`src/rtl/cfgx_pkg.sv`:
```
package cfgx_pkg;
   localparam logic [15:0] PORT_SELECT = 16'h0CF8;
   localparam logic [15:0] PORT_WINDOW = 16'h0CFC;
   localparam logic [3:0]  CMD_CFG_RD  = 4'b1010;
   localparam logic [3:0]  CMD_CFG_WR  = 4'b1011;
   localparam int          SEL_EN_BIT  = 31;
   localparam int          DEV_LSB     = 11;
   localparam int          DEV_W       = 5;

   typedef enum logic {
      PH_IDLE = 1'b0,
      PH_WAIT = 1'b1
   } phase_t;
endpackage

```
`src/rtl/cfgx_sel_reg.sv`:
```
module cfgx_sel_reg #(
   parameter int LANES = 4
) (
   input  logic               clk,
   input  logic               rst_n,
   input  logic               we,
   input  logic [LANES-1:0]   be,
   input  logic [LANES*8-1:0] wdata,
   output logic [LANES*8-1:0] q
);
   for (genvar g = 0; g < LANES; g++) begin : g_lane
      if (g == 0) begin : g_low
         logic [5:0] hi_bits;
         always_ff @(posedge clk) begin
            if (!rst_n)             hi_bits <= '0;
            else if (we && be[0])   hi_bits <= wdata[7:2];
         end
         assign q[7:0] = {hi_bits, 2'b00};
      end else begin : g_full
         logic [7:0] lane_q;
         always_ff @(posedge clk) begin
            if (!rst_n)             lane_q <= '0;
            else if (we && be[g])   lane_q <= wdata[g*8 +: 8];
         end
         assign q[g*8 +: 8] = lane_q;
      end
   end
endmodule

```
`src/rtl/cfgx_dev_decode.sv`:
```
module cfgx_dev_decode #(
   parameter int NSLOT = 16,
   parameter int DEV_W = 5
) (
   input  logic             active,
   input  logic [DEV_W-1:0] dev,
   output logic [NSLOT-1:0] sel
);
   for (genvar g = 0; g < NSLOT; g++) begin : g_slot
      assign sel[g] = active && (dev == DEV_W'(g));
   end
endmodule

```
`src/rtl/cfgx_txn_fsm.sv`:
```
module cfgx_txn_fsm
   import cfgx_pkg::*;
#(
   parameter int HADDR_W = 16,
   parameter int TIMEOUT = 12
) (
   input  logic               clk,
   input  logic               rst_n,
   input  logic [HADDR_W-1:0] host_addr,
   input  logic               host_rd,
   input  logic               host_wr,
   input  logic [3:0]         host_be,
   input  logic [31:0]        host_wdata,
   input  logic [31:0]        sel_q,
   output logic               sel_we,
   output logic               host_ready,
   output logic               host_done,
   output logic [31:0]        host_rdata,
   output logic               req_valid,
   output logic [3:0]         req_cmd,
   output logic [3:0]         req_be,
   output logic [31:0]        req_wdata,
   input  logic               req_ack,
   input  logic [31:0]        req_rdata
);
   localparam int CNT_W = $clog2(TIMEOUT + 1);
   localparam logic [CNT_W-1:0] CNT_LAST = CNT_W'(TIMEOUT - 1);

   phase_t           phase;
   logic [CNT_W-1:0] wait_cnt;
   logic             take, hit_sel, hit_win;

   always_comb begin
      hit_sel = (host_addr == HADDR_W'(PORT_SELECT));
      hit_win = (host_addr == HADDR_W'(PORT_WINDOW));
      take    = (phase == PH_IDLE) && (host_rd || host_wr);
      sel_we  = take && hit_sel && host_wr;
   end

   always_ff @(posedge clk) begin
      if (!rst_n) begin
         phase      <= PH_IDLE;
         host_done  <= 1'b0;
         host_rdata <= '0;
         req_cmd    <= '0;
         req_be     <= '0;
         req_wdata  <= '0;
         wait_cnt   <= '0;
      end else begin
         host_done <= 1'b0;
         case (phase)
            PH_IDLE: begin
               if (take && hit_sel) begin
                  host_done <= 1'b1;
                  if (!host_wr) host_rdata <= sel_q;
               end else if (take && hit_win) begin
                  if (!sel_q[SEL_EN_BIT]) begin
                     host_done <= 1'b1;
                     if (!host_wr) host_rdata <= '1;
                  end else begin
                     phase     <= PH_WAIT;
                     req_cmd   <= host_wr ? CMD_CFG_WR : CMD_CFG_RD;
                     req_be    <= host_be;
                     req_wdata <= host_wdata;
                     wait_cnt  <= '0;
                  end
               end
            end
            PH_WAIT: begin
               if (req_ack) begin
                  phase     <= PH_IDLE;
                  host_done <= 1'b1;
                  if (req_cmd == CMD_CFG_RD) host_rdata <= req_rdata;
               end else if (wait_cnt == CNT_LAST) begin
                  phase     <= PH_IDLE;
                  host_done <= 1'b1;
                  if (req_cmd == CMD_CFG_RD) host_rdata <= '1;
               end else begin
                  wait_cnt <= wait_cnt + 1'b1;
               end
            end
            default: phase <= PH_IDLE;
         endcase
      end
   end

   assign req_valid  = (phase == PH_WAIT);
   assign host_ready = (phase == PH_IDLE);
endmodule

```
`src/rtl/cfg_port_xlate.sv`:
```
module cfg_port_xlate
   import cfgx_pkg::*;
#(
   parameter int HADDR_W = 16,
   parameter int NSLOT   = 16,
   parameter int TIMEOUT = 12
) (
   input  logic               clk,
   input  logic               rst_n,
   input  logic [HADDR_W-1:0] host_addr,
   input  logic               host_rd,
   input  logic               host_wr,
   input  logic [3:0]         host_be,
   input  logic [31:0]        host_wdata,
   output logic [31:0]        host_rdata,
   output logic               host_ready,
   output logic               host_done,
   output logic               req_valid,
   output logic [3:0]         req_cmd,
   output logic [31:0]        req_addr,
   output logic [3:0]         req_be,
   output logic [31:0]        req_wdata,
   output logic [NSLOT-1:0]   req_idsel,
   input  logic               req_ack,
   input  logic [31:0]        req_rdata
);
   if (HADDR_W < 12 || HADDR_W > 32) begin : g_bad_aw
      $error("cfg_port_xlate: HADDR_W must lie in 12..32");
   end
   if (NSLOT < 1 || NSLOT > 32) begin : g_bad_slot
      $error("cfg_port_xlate: NSLOT must lie in 1..32");
   end
   if (TIMEOUT < 2) begin : g_bad_to
      $error("cfg_port_xlate: TIMEOUT must be at least 2");
   end

   logic [31:0] sel_q;
   logic        sel_we;

   cfgx_sel_reg #(.LANES(4)) u_sel (
      .clk   (clk),
      .rst_n (rst_n),
      .we    (sel_we),
      .be    (host_be),
      .wdata (host_wdata),
      .q     (sel_q)
   );

   cfgx_txn_fsm #(.HADDR_W(HADDR_W), .TIMEOUT(TIMEOUT)) u_fsm (
      .clk        (clk),
      .rst_n      (rst_n),
      .host_addr  (host_addr),
      .host_rd    (host_rd),
      .host_wr    (host_wr),
      .host_be    (host_be),
      .host_wdata (host_wdata),
      .sel_q      (sel_q),
      .sel_we     (sel_we),
      .host_ready (host_ready),
      .host_done  (host_done),
      .host_rdata (host_rdata),
      .req_valid  (req_valid),
      .req_cmd    (req_cmd),
      .req_be     (req_be),
      .req_wdata  (req_wdata),
      .req_ack    (req_ack),
      .req_rdata  (req_rdata)
   );

   cfgx_dev_decode #(.NSLOT(NSLOT), .DEV_W(DEV_W)) u_dec (
      .active (req_valid),
      .dev    (sel_q[DEV_LSB +: DEV_W]),
      .sel    (req_idsel)
   );

   assign req_addr = {21'd0, sel_q[10:8], sel_q[7:2], 2'b00};
endmodule

```
`config.mk`:
```
export PLATFORM = sky130hd
export DESIGN_NAME = cfg_port_xlate
export DESIGN_NICKNAME = d
export VERILOG_FILES = /design/src/rtl/cfgx_pkg.sv /design/src/rtl/cfgx_sel_reg.sv /design/src/rtl/cfgx_dev_decode.sv /design/src/rtl/cfgx_txn_fsm.sv /design/src/rtl/cfg_port_xlate.sv
export SDC_FILE = /design/constraint.sdc
export NUM_CORES = 1
export LEC_CHECK = 0
export ABC_AREA = 0
export BUFFER_PORTS_ARGS = -buffer_cell sky130_fd_sc_hd__buf_4
export CAP_MARGIN = 40
export CORE_MARGIN = 3
export CORE_UTILIZATION = 49
export DETAILED_ROUTE_END_ITERATION = 12
export PLACE_DENSITY_LB_ADDON = 0.12
export SETUP_SLACK_MARGIN = 0.15
export SLEW_MARGIN = 20
export SYNTH_ARGS = -nofsm -noshare
export SYNTH_HDL_FRONTEND = slang
export SYNTH_SLANG_ARGS = --single-unit
```
`constraint.sdc`:
```
create_clock -name clk -period 2.5 [get_ports clk]
set_input_delay 0 -clock clk [delete_from_list [all_inputs] [get_ports clk]]
set_output_delay 0 -clock clk [all_outputs]
set_load 0.01 [all_outputs]
```
==> results summary, run 1 <==
The min-delay analysis places its worst path in the category primary input to flip-flop. The initial antenna violation count is 0. STA classifies the critical path startpoint as a flip-flop.

Compared with the post-synthesis result, the final layout area differs by 35.7%. The clock network power share is 0.352. The clock-pin slew of the registers on the worst-case setup and hold paths is 0.10 ns.

The total number of yosys warnings is 0. The worst-skew pair later-pin latency is 0.36 ns. The distinct cell type count after synthesis came out at 48. met2 is the most crowded layer. The fraction of power spent switching nets came out at 0.251.

The count of input and output buffers came out at 187. The floorplan step set the die height to 110 um. The met2 usage in global routing is 0.395.

The floorplan die area is 0.0120 mm^2. The cell taking the most area after synthesis is sky130_fd_sc_hd__dfxtp_1. Global routing finished with a remaining overflow of 0.

STA classifies the critical path endpoint as a flip-flop. The count of cells along the worst register-to-register path is 5. The post-DP HPWL is 11000 um. The via count of the first global-routing pass is 4621. For this run, global-route usage on met1 was measured as 0.367.

The number of diodes added for antenna fixing came out at 0. The routed length per instance came out at 16.8 um. The synthesized flop and latch total is 106. The internal power came out at 2.33 mW. In this run the deepest clock path goes through 2 buffers.

The number of design-rule violations left by the first detailed-router iteration came out at 482. Between clock sinks in the finished design, the worst skew comes to 0.00496 ns. The number of failing setup endpoints in the final timing report is 0. The total count of max-transition violations in the final report was 0. The number of CTS-inserted buffers is 9. The initial core utilization came out at 0.507. In this run, synthesis inferred 0 flip-flops with an integrated enable.

The number of remaining DRC errors came out at 0. The worst hold path was traced through 4 stages. The switching power of the nets came out at 0.781 mW. Setup repair after global routing left no endpoint under its margin. The number of nets with antenna violations after detailed routing is 0. Counting every instance in the synthesized netlist gives 606. The ratio of total power to cell area came out at 436 mW/mm^2. The top achievable clock speed came out at around 0.47 GHz.

The flow ran to the end, and the final reports show no timing, DRC or antenna violations. The routing usage on met3 came out at 0.0429. The number of placement rows is 37. The final-report hold violation count is 0. The number of H-tree levels came out at 3. The sequential share of power is 0.542. The post-cts resize count came out at 0. The total wirelength of the detailed-routed design came out at 15700 um. The critical path required time came out at 2.74 ns. The biggest fanout along the worst timing path came out at 23.

The I/O pin count is 212. The commonest cells after synthesis are 110 x sky130_fd_sc_hd__nand2_1, 106 x sky130_fd_sc_hd__dfxtp_1, 68 x sky130_fd_sc_hd__mux2i_1. Counting flops with an async set or reset pin after synthesis yields a share of 0. The total negative slack came out at 0 ns.

After synthesis, the cell types taking the most area are sky130_fd_sc_hd__dfxtp_1 40%, sky130_fd_sc_hd__mux2i_1 13%, sky130_fd_sc_hd__o31ai_1 8.4%. The final critical-path required period came out at 2.13 ns. TritonCTS built the clock tree. The die is 110 um wide.

Of the total power, combinational logic draws 0.106. The largest voltage drop on the vdd net is about 0.24 mV. The weighted congestion at the end of routability-driven global placement is 0.827. The first global-routing pass estimated 24200 um of wire. At the end of the flow, the number of nets in the layout was 883.

Among all flip-flop cells after synthesis, the most frequent one is sky130_fd_sc_hd__dfxtp_1. Of the post-synthesis cell area, the dominant cell type holds 0.404. The slew of the pin with the lowest slew margin is between 0.5 and 0.6 ns.

After synthesis, the mean cell area works out to 8.68 um^2. The critical setup path kind is flip-flop to flip-flop. The sequential share of the synthesized area came out at 0.404. The fraction of final layout cells sized beyond drive strength 1 came out at 0.279. The largest net degree at the start of global routing came out at between 50 and 60.

The count of cells in the finished layout, fillers not included, comes to 934. In this run the cell area of the synthesized design comes to 0.00526 mm^2. The total power of the final layout is 3.11 mW.

The total track usage is 0.255. The total number of clock tree sinks is about 110. The analysis attributes to cell leakage a power of 3.40 nW.

The post-route fraction of the period consumed by the critical path came out at 0.852. The cell total after placement came out at slightly below 900. The leading cell type by number of instances after synthesis is sky130_fd_sc_hd__nand2_1.

In the routed layout, each cell is associated on average with a via count of 5.38. The worst endpoint data arrival time came out at around 2.4 ns. The tree is rooted in a sky130_fd_sc_hd__clkbuf_8.

The detailed-routing iteration count for the pre-antenna-repair pass came out at 5. Detailed routing inserted a total of around 5000 vias. The worst slew slack as a fraction of its limit came out at 0.606. The area of the core came out at 0.0104 mm^2. The max capacitance violation total is 0.
final timing paths:
path                                start                                end  slack [ns]
max reg2reg    u_fsm.req_valid$_SDFF_PN0_   u_fsm.host_rdata[3]$_SDFFE_PN0P_        0.37
min                         req_rdata[10]  u_fsm.host_rdata[10]$_SDFFE_PN0P_        0.02
min reg2reg  u_fsm.req_be[3]$_SDFFE_PN0P_       u_fsm.req_be[3]$_SDFFE_PN0P_        0.46
max            u_fsm.req_valid$_SDFF_PN0_   u_fsm.host_rdata[3]$_SDFFE_PN0P_        0.37
power groups by stage:
stage                     Combinational (mW)  Clock [mW]  Sequential [mW]
final                                  0.330        1.10             1.69
after CTS                              0.323        1.12             1.69
after detailed placement               0.270           0             1.73
after global placement                 0.266           0             1.73
after global routing                   0.358        1.19             1.69
after floorplan                        0.154           0             1.73
through the flow:
| stage | worst slack [ns] | utilization | hold slack (ns) | instance area [um^2] |
|---|---|---|---|---|
| 5_1_grt | 0.304 | 0.688 | 0.0369 | 7140 |
| 4_1_cts | 0.365 | 0.688 | 0.00884 | 7140 |
| 2_1_floorplan | 0.366 | - | 0.139 | 5340 |
| 3_5_place_dp | 0.281 | 0.628 | 0.263 | 6520 |
| 3_3_place_gp | 0.309 | 0.628 | 0.257 | 6520 |
| 6_report | 0.369 | 0.688 | 0.0215 | 7140 |
metal layers:
layer | up-vias | part of all wire
li1 | 2462 | -
met1 | 2330 | 0.46
met2 | 214 | 0.45
met3 | 19 | 0.075
met4 | 0 | 0.012
met5 | - | 0
layout make-up:
class / count / area, um^2
tap: 136 / 170
timing repair buffer: 244 / 1950
clock inverter: 7 / 77.6
clock buffer: 9 / 124
multi-input combinational: 421 / 2650
fill: 826 / 3230
sequential: 106 / 2120
inverter: 11 / 41.3
state kept, by name, summed over array words and instances (netlist names):
name and count:
u_fsm.host_done 1, u_fsm.req_valid 1, u_fsm.req_be 4, u_fsm.host_rdata 32, u_fsm.req_wdata 32, u_fsm.wait_cnt 4, u_fsm.req_cmd 2, u_sel.g_lane.g_full.lane_q 24
u_sel.g_lane.g_low.hi_bits 6
logic make-up after synthesis:
group           Yosys count  share of synthesized area
other cells               1                   0.000713
compound gates          135                      0.179
buf+inv                 102                      0.110
fa+ha+maj                 1                    0.00238
simple gates            191                      0.172
xor+xnor                  2                    0.00333
flops                   106                      0.404
mux                      68                      0.129
cells in the final DEF, fill, tap and decap left out, types with 2 or more instances in the layout:
| cell | instances |
|---|---|
| sky130_fd_sc_hd__a21oi_1 | 33 |
| sky130_fd_sc_hd__and3_1 | 4 |
| sky130_fd_sc_hd__buf_4 | 201 |
| sky130_fd_sc_hd__clkbuf_8 | 9 |
| sky130_fd_sc_hd__clkinv_4 | 2 |
| sky130_fd_sc_hd__conb_1 | 24 |
| sky130_fd_sc_hd__dfxtp_1 | 106 |
| sky130_fd_sc_hd__dlygate4sd3_1 | 42 |
| sky130_fd_sc_hd__inv_1 | 10 |
| sky130_fd_sc_hd__inv_6 | 2 |
| sky130_fd_sc_hd__mux2i_1 | 68 |
| sky130_fd_sc_hd__nand2_1 | 110 |
| sky130_fd_sc_hd__nand2b_1 | 5 |
| sky130_fd_sc_hd__nand4_1 | 32 |
| sky130_fd_sc_hd__nand4b_1 | 2 |
| sky130_fd_sc_hd__nor2_1 | 17 |
| sky130_fd_sc_hd__nor3_1 | 5 |
| sky130_fd_sc_hd__o21a_1 | 29 |
| sky130_fd_sc_hd__o21ai_0 | 2 |
| sky130_fd_sc_hd__o221ai_1 | 2 |
| sky130_fd_sc_hd__o31ai_1 | 59 |
| sky130_fd_sc_hd__or4_1 | 2 |
| sky130_fd_sc_hd__or4b_1 | 2 |
| sky130_fd_sc_hd__xnor2_1 | 2 |
what timing repair did:
action	CTS	global route
setup buffers	0	0
hold buffers	42	0
endpoints found under the hold margin	70	0
worst max-delay path, cell delays in order, from the launching register on:
cell                      delay [ns]
sky130_fd_sc_hd__dfxtp_1        0.33
sky130_fd_sc_hd__or4b_4         0.57
sky130_fd_sc_hd__or4_1          0.51
sky130_fd_sc_hd__buf_4          0.24
sky130_fd_sc_hd__o31ai_1        0.24
sky130_fd_sc_hd__mux2i_1        0.11
(Power assumes the default switching activity.)
==> run 2, diff against run 1 <==
CORE_MARGIN = unset   (was 3)
CTS_CLUSTER_SIZE = 25   (was unset)
==> results summary, run 2 (synthesis results as in run 1) <==
The run finished with clean final reports. Headroom to the max-slew limit came out at 0.492. The final-report hold violation count is 0. Entering global routing, the biggest net connects 145 pins. The die width came out at 106 um. The H-tree was split into 3 levels. The relative area change from synthesis to final layout is 36.2%. The pre-CTS setup slack came out at about 0.23 ns. After the last flow step, the layout net total stands at ~880.

Summed over all layers, the routed wires come to 15100 um. The total count of max-transition violations in the final report is 0. The static leakage came out at between 3 and 4 nW. The per-cell via count in the routed design is approximately 5.4. In the final layout, the registers with the most flip-flops are u_fsm.host_rdata: 32 flops, u_fsm.req_wdata: 32 flops, u_sel.g_lane.g_full.lane_q: 24 flops. The worst clock skew on the final layout is approximately 0.014 ns. The setup slack of the most critical reg-to-reg path came out at 0.25 ns. The vertical extent of the die came out at 106 um. The total negative slack is 0 ns. The final critical-path required period came out at between 2 and 2.5 ns.

After floorplanning, the core was divided into 37 placement rows. The floorplan die area came out at 0.0111 mm^2. The total number of vias is 5083. After clock tree synthesis, the clock-pin slew on the worst setup and hold paths is 0.11 ns.

The wire length of the first global-routing pass came out at 24300 um. The largest voltage drop on the vdd net came out at 0.266 mV. After detailed routing, the average wire length per cell comes to between 15 and 20 um.

The number of failing setup endpoints in the final timing report came out at 0. The total number of clock tree sinks came out at 106. The number of design-rule violations left by the first detailed-router iteration came out at between 400 and 500. The worst-skew pair later-pin latency came out at 0.37 ns. The clock root buffer is sky130_fd_sc_hd__clkbuf_8. The critical path ends at u_sel.g_lane[3].g_full.lane_q[5]$_SDFFE_PN0P_. The count of cells along the worst register-to-register path is 6. For the pin with the worst max-slew slack, the measured transition is between 0.7 and 0.8 ns. The setup path with the least slack is of type flip-flop to flip-flop.

The ratio of total power to cell area came out at between 400 and 500 mW/mm^2. The number of buffers on the longest clock path came out at 2. The most frequent standard cell in the layout excluding fill and tap cells is sky130_fd_sc_hd__buf_4. The path type of the worst min-delay path is primary input to flip-flop. In this run the most critical hold path is launched from req_rdata[29].

The initial antenna violation count is 0. The max capacitance violation total came out at 0. about 210 I/O pins were placed. Once detail routing completed, the nets flagged for antenna violations numbered 0.

The beginning of the critical path is u_fsm.req_valid$_SDFF_PN0_. TritonCTS built the clock tree. Setup repair after global routing left no endpoint under its margin. The cell total after placement is 876. The worst reg2reg path endpoint is u_sel.g_lane[3].g_full.lane_q[5]$_SDFFE_PN0P_. The worst-case setup margin in the final layout came out at about 0.25 ns. The biggest fanout along the worst timing path is 30.

The final non-filler cell area is 0.00716 mm^2. Routability-driven placement finished with a final weighted congestion of 0.880. The cell depth of the worst min-delay path is 4. The detailed-routing iteration count for the pre-antenna-repair pass is 5. The count of input and output buffers is 187. STA classifies the critical path endpoint as a flip-flop. Leaving out fill and tap cells, the most frequent cells in the layout are 199 x sky130_fd_sc_hd__buf_4, 110 x sky130_fd_sc_hd__nand2_1, 106 x sky130_fd_sc_hd__dfxtp_1. In this run the cell area measured after placement is between 0.006 and 0.007 mm^2.

The critical path required time is 2.80 ns. Global routing finished with a remaining overflow of 0. The post-DP HPWL is 10400 um. The fraction of final layout cells sized beyond drive strength 1 is 0.279. The utilization after layout is 0.691. The launching point of the worst reg2reg path is u_fsm.req_valid$_SDFF_PN0_. Of the available clock period, the critical path in the final layout requires 0.899. The repair_antennas step left the layout with diodes totalling 0.

For this configuration, the core starts out at a cell density of 0.507. Post-CTS timing repair inserted 0 buffers for setup. After detailed routing, the number of remaining DRC violations is 0. For the worst setup path, the data arrival time is between 2 and 3 ns. The top achievable clock speed came out at 0.445 GHz. The number of CTS-inserted buffers came out at 9.

The count of cells in the finished layout, fillers not included, comes to 935. The via count of the first global-routing pass is 4770. The total track usage is 0.272. The core region is 0.0104 mm^2. The worst setup path is launched from a flip-flop.
run 2: cell count changes in the layout (fill, tap and decap cells not counted), sizes merged:
cell         change
dlygate4sd3      +1
bufinv           -1
inv              +1
clkinvlp         -1
clkbuf           +1
run 2: stage by stage:
stage | hold slack (ns) | total power [mW]
final | 0.0216 | 3.03
after global routing | 0.0350 | 3.16
after CTS | 0.000936 | 3.05
after detailed placement | 0.262 | 2.00
after global placement | 0.254 | 1.99
after floorplan | 0.139 | 1.88
run 2: routing by layer:
metal | vias up | GRT usage | part of all wire
li1 | 2478 | - | -
met1 | 2324 | 0.372 | 0.45
met2 | 248 | 0.425 | 0.45
met3 | 33 | 0.0526 | 0.077
met4 | 0 | 0.0992 | 0.018
met5 | - | 0 | 0
run 2: worst min-delay path by stage:
stage / endpoint / slack, ns
2_1_floorplan: u_fsm.req_cmd[0]$_SDFFE_PN0P_ / 0.14
3_3_place_gp: u_fsm.req_wdata[0]$_SDFFE_PN0P_ / 0.25
6_report: u_fsm.host_rdata[29]$_SDFFE_PN0P_ / 0.02
3_5_place_dp: u_fsm.req_wdata[0]$_SDFFE_PN0P_ / 0.26
5_1_grt: u_fsm.host_rdata[21]$_SDFFE_PN0P_ / 0.04
4_1_cts: u_fsm.host_rdata[26]$_SDFFE_PN0P_ / 0.0009
run 2: power breakdown:
group	switching (mW)	internal [mW]
clock	0.606	0.403
sequential	0.00000725	1.69
combinational	0.158	0.175
run 2: cell type report:
class,count,area (um^2)
Clock buffer,10,138
Clock inverter,6,47.5
Fill cell,851,3210
Inverter,11,41.3
Multi-Input combinational cell,421,2650
Sequential cell,106,2120
Tap cell,136,170
Timing Repair Buffer,245,1990
run 2: critical path: stages, from the launching register on:
cell and delay (ns):
sky130_fd_sc_hd__dfxtp_1 0.33, sky130_fd_sc_hd__or4b_4 0.56, sky130_fd_sc_hd__nor2_2 0.13, sky130_fd_sc_hd__buf_4 0.32
sky130_fd_sc_hd__nand4_1 0.12, sky130_fd_sc_hd__dlygate4sd3_1 0.57, sky130_fd_sc_hd__a21oi_1 0.16
run 2: timing repair:
action,4_1_cts,5_1_grt
hold buffers,43,0
hold endpoints to repair,72,0
gates resized for setup,0,0
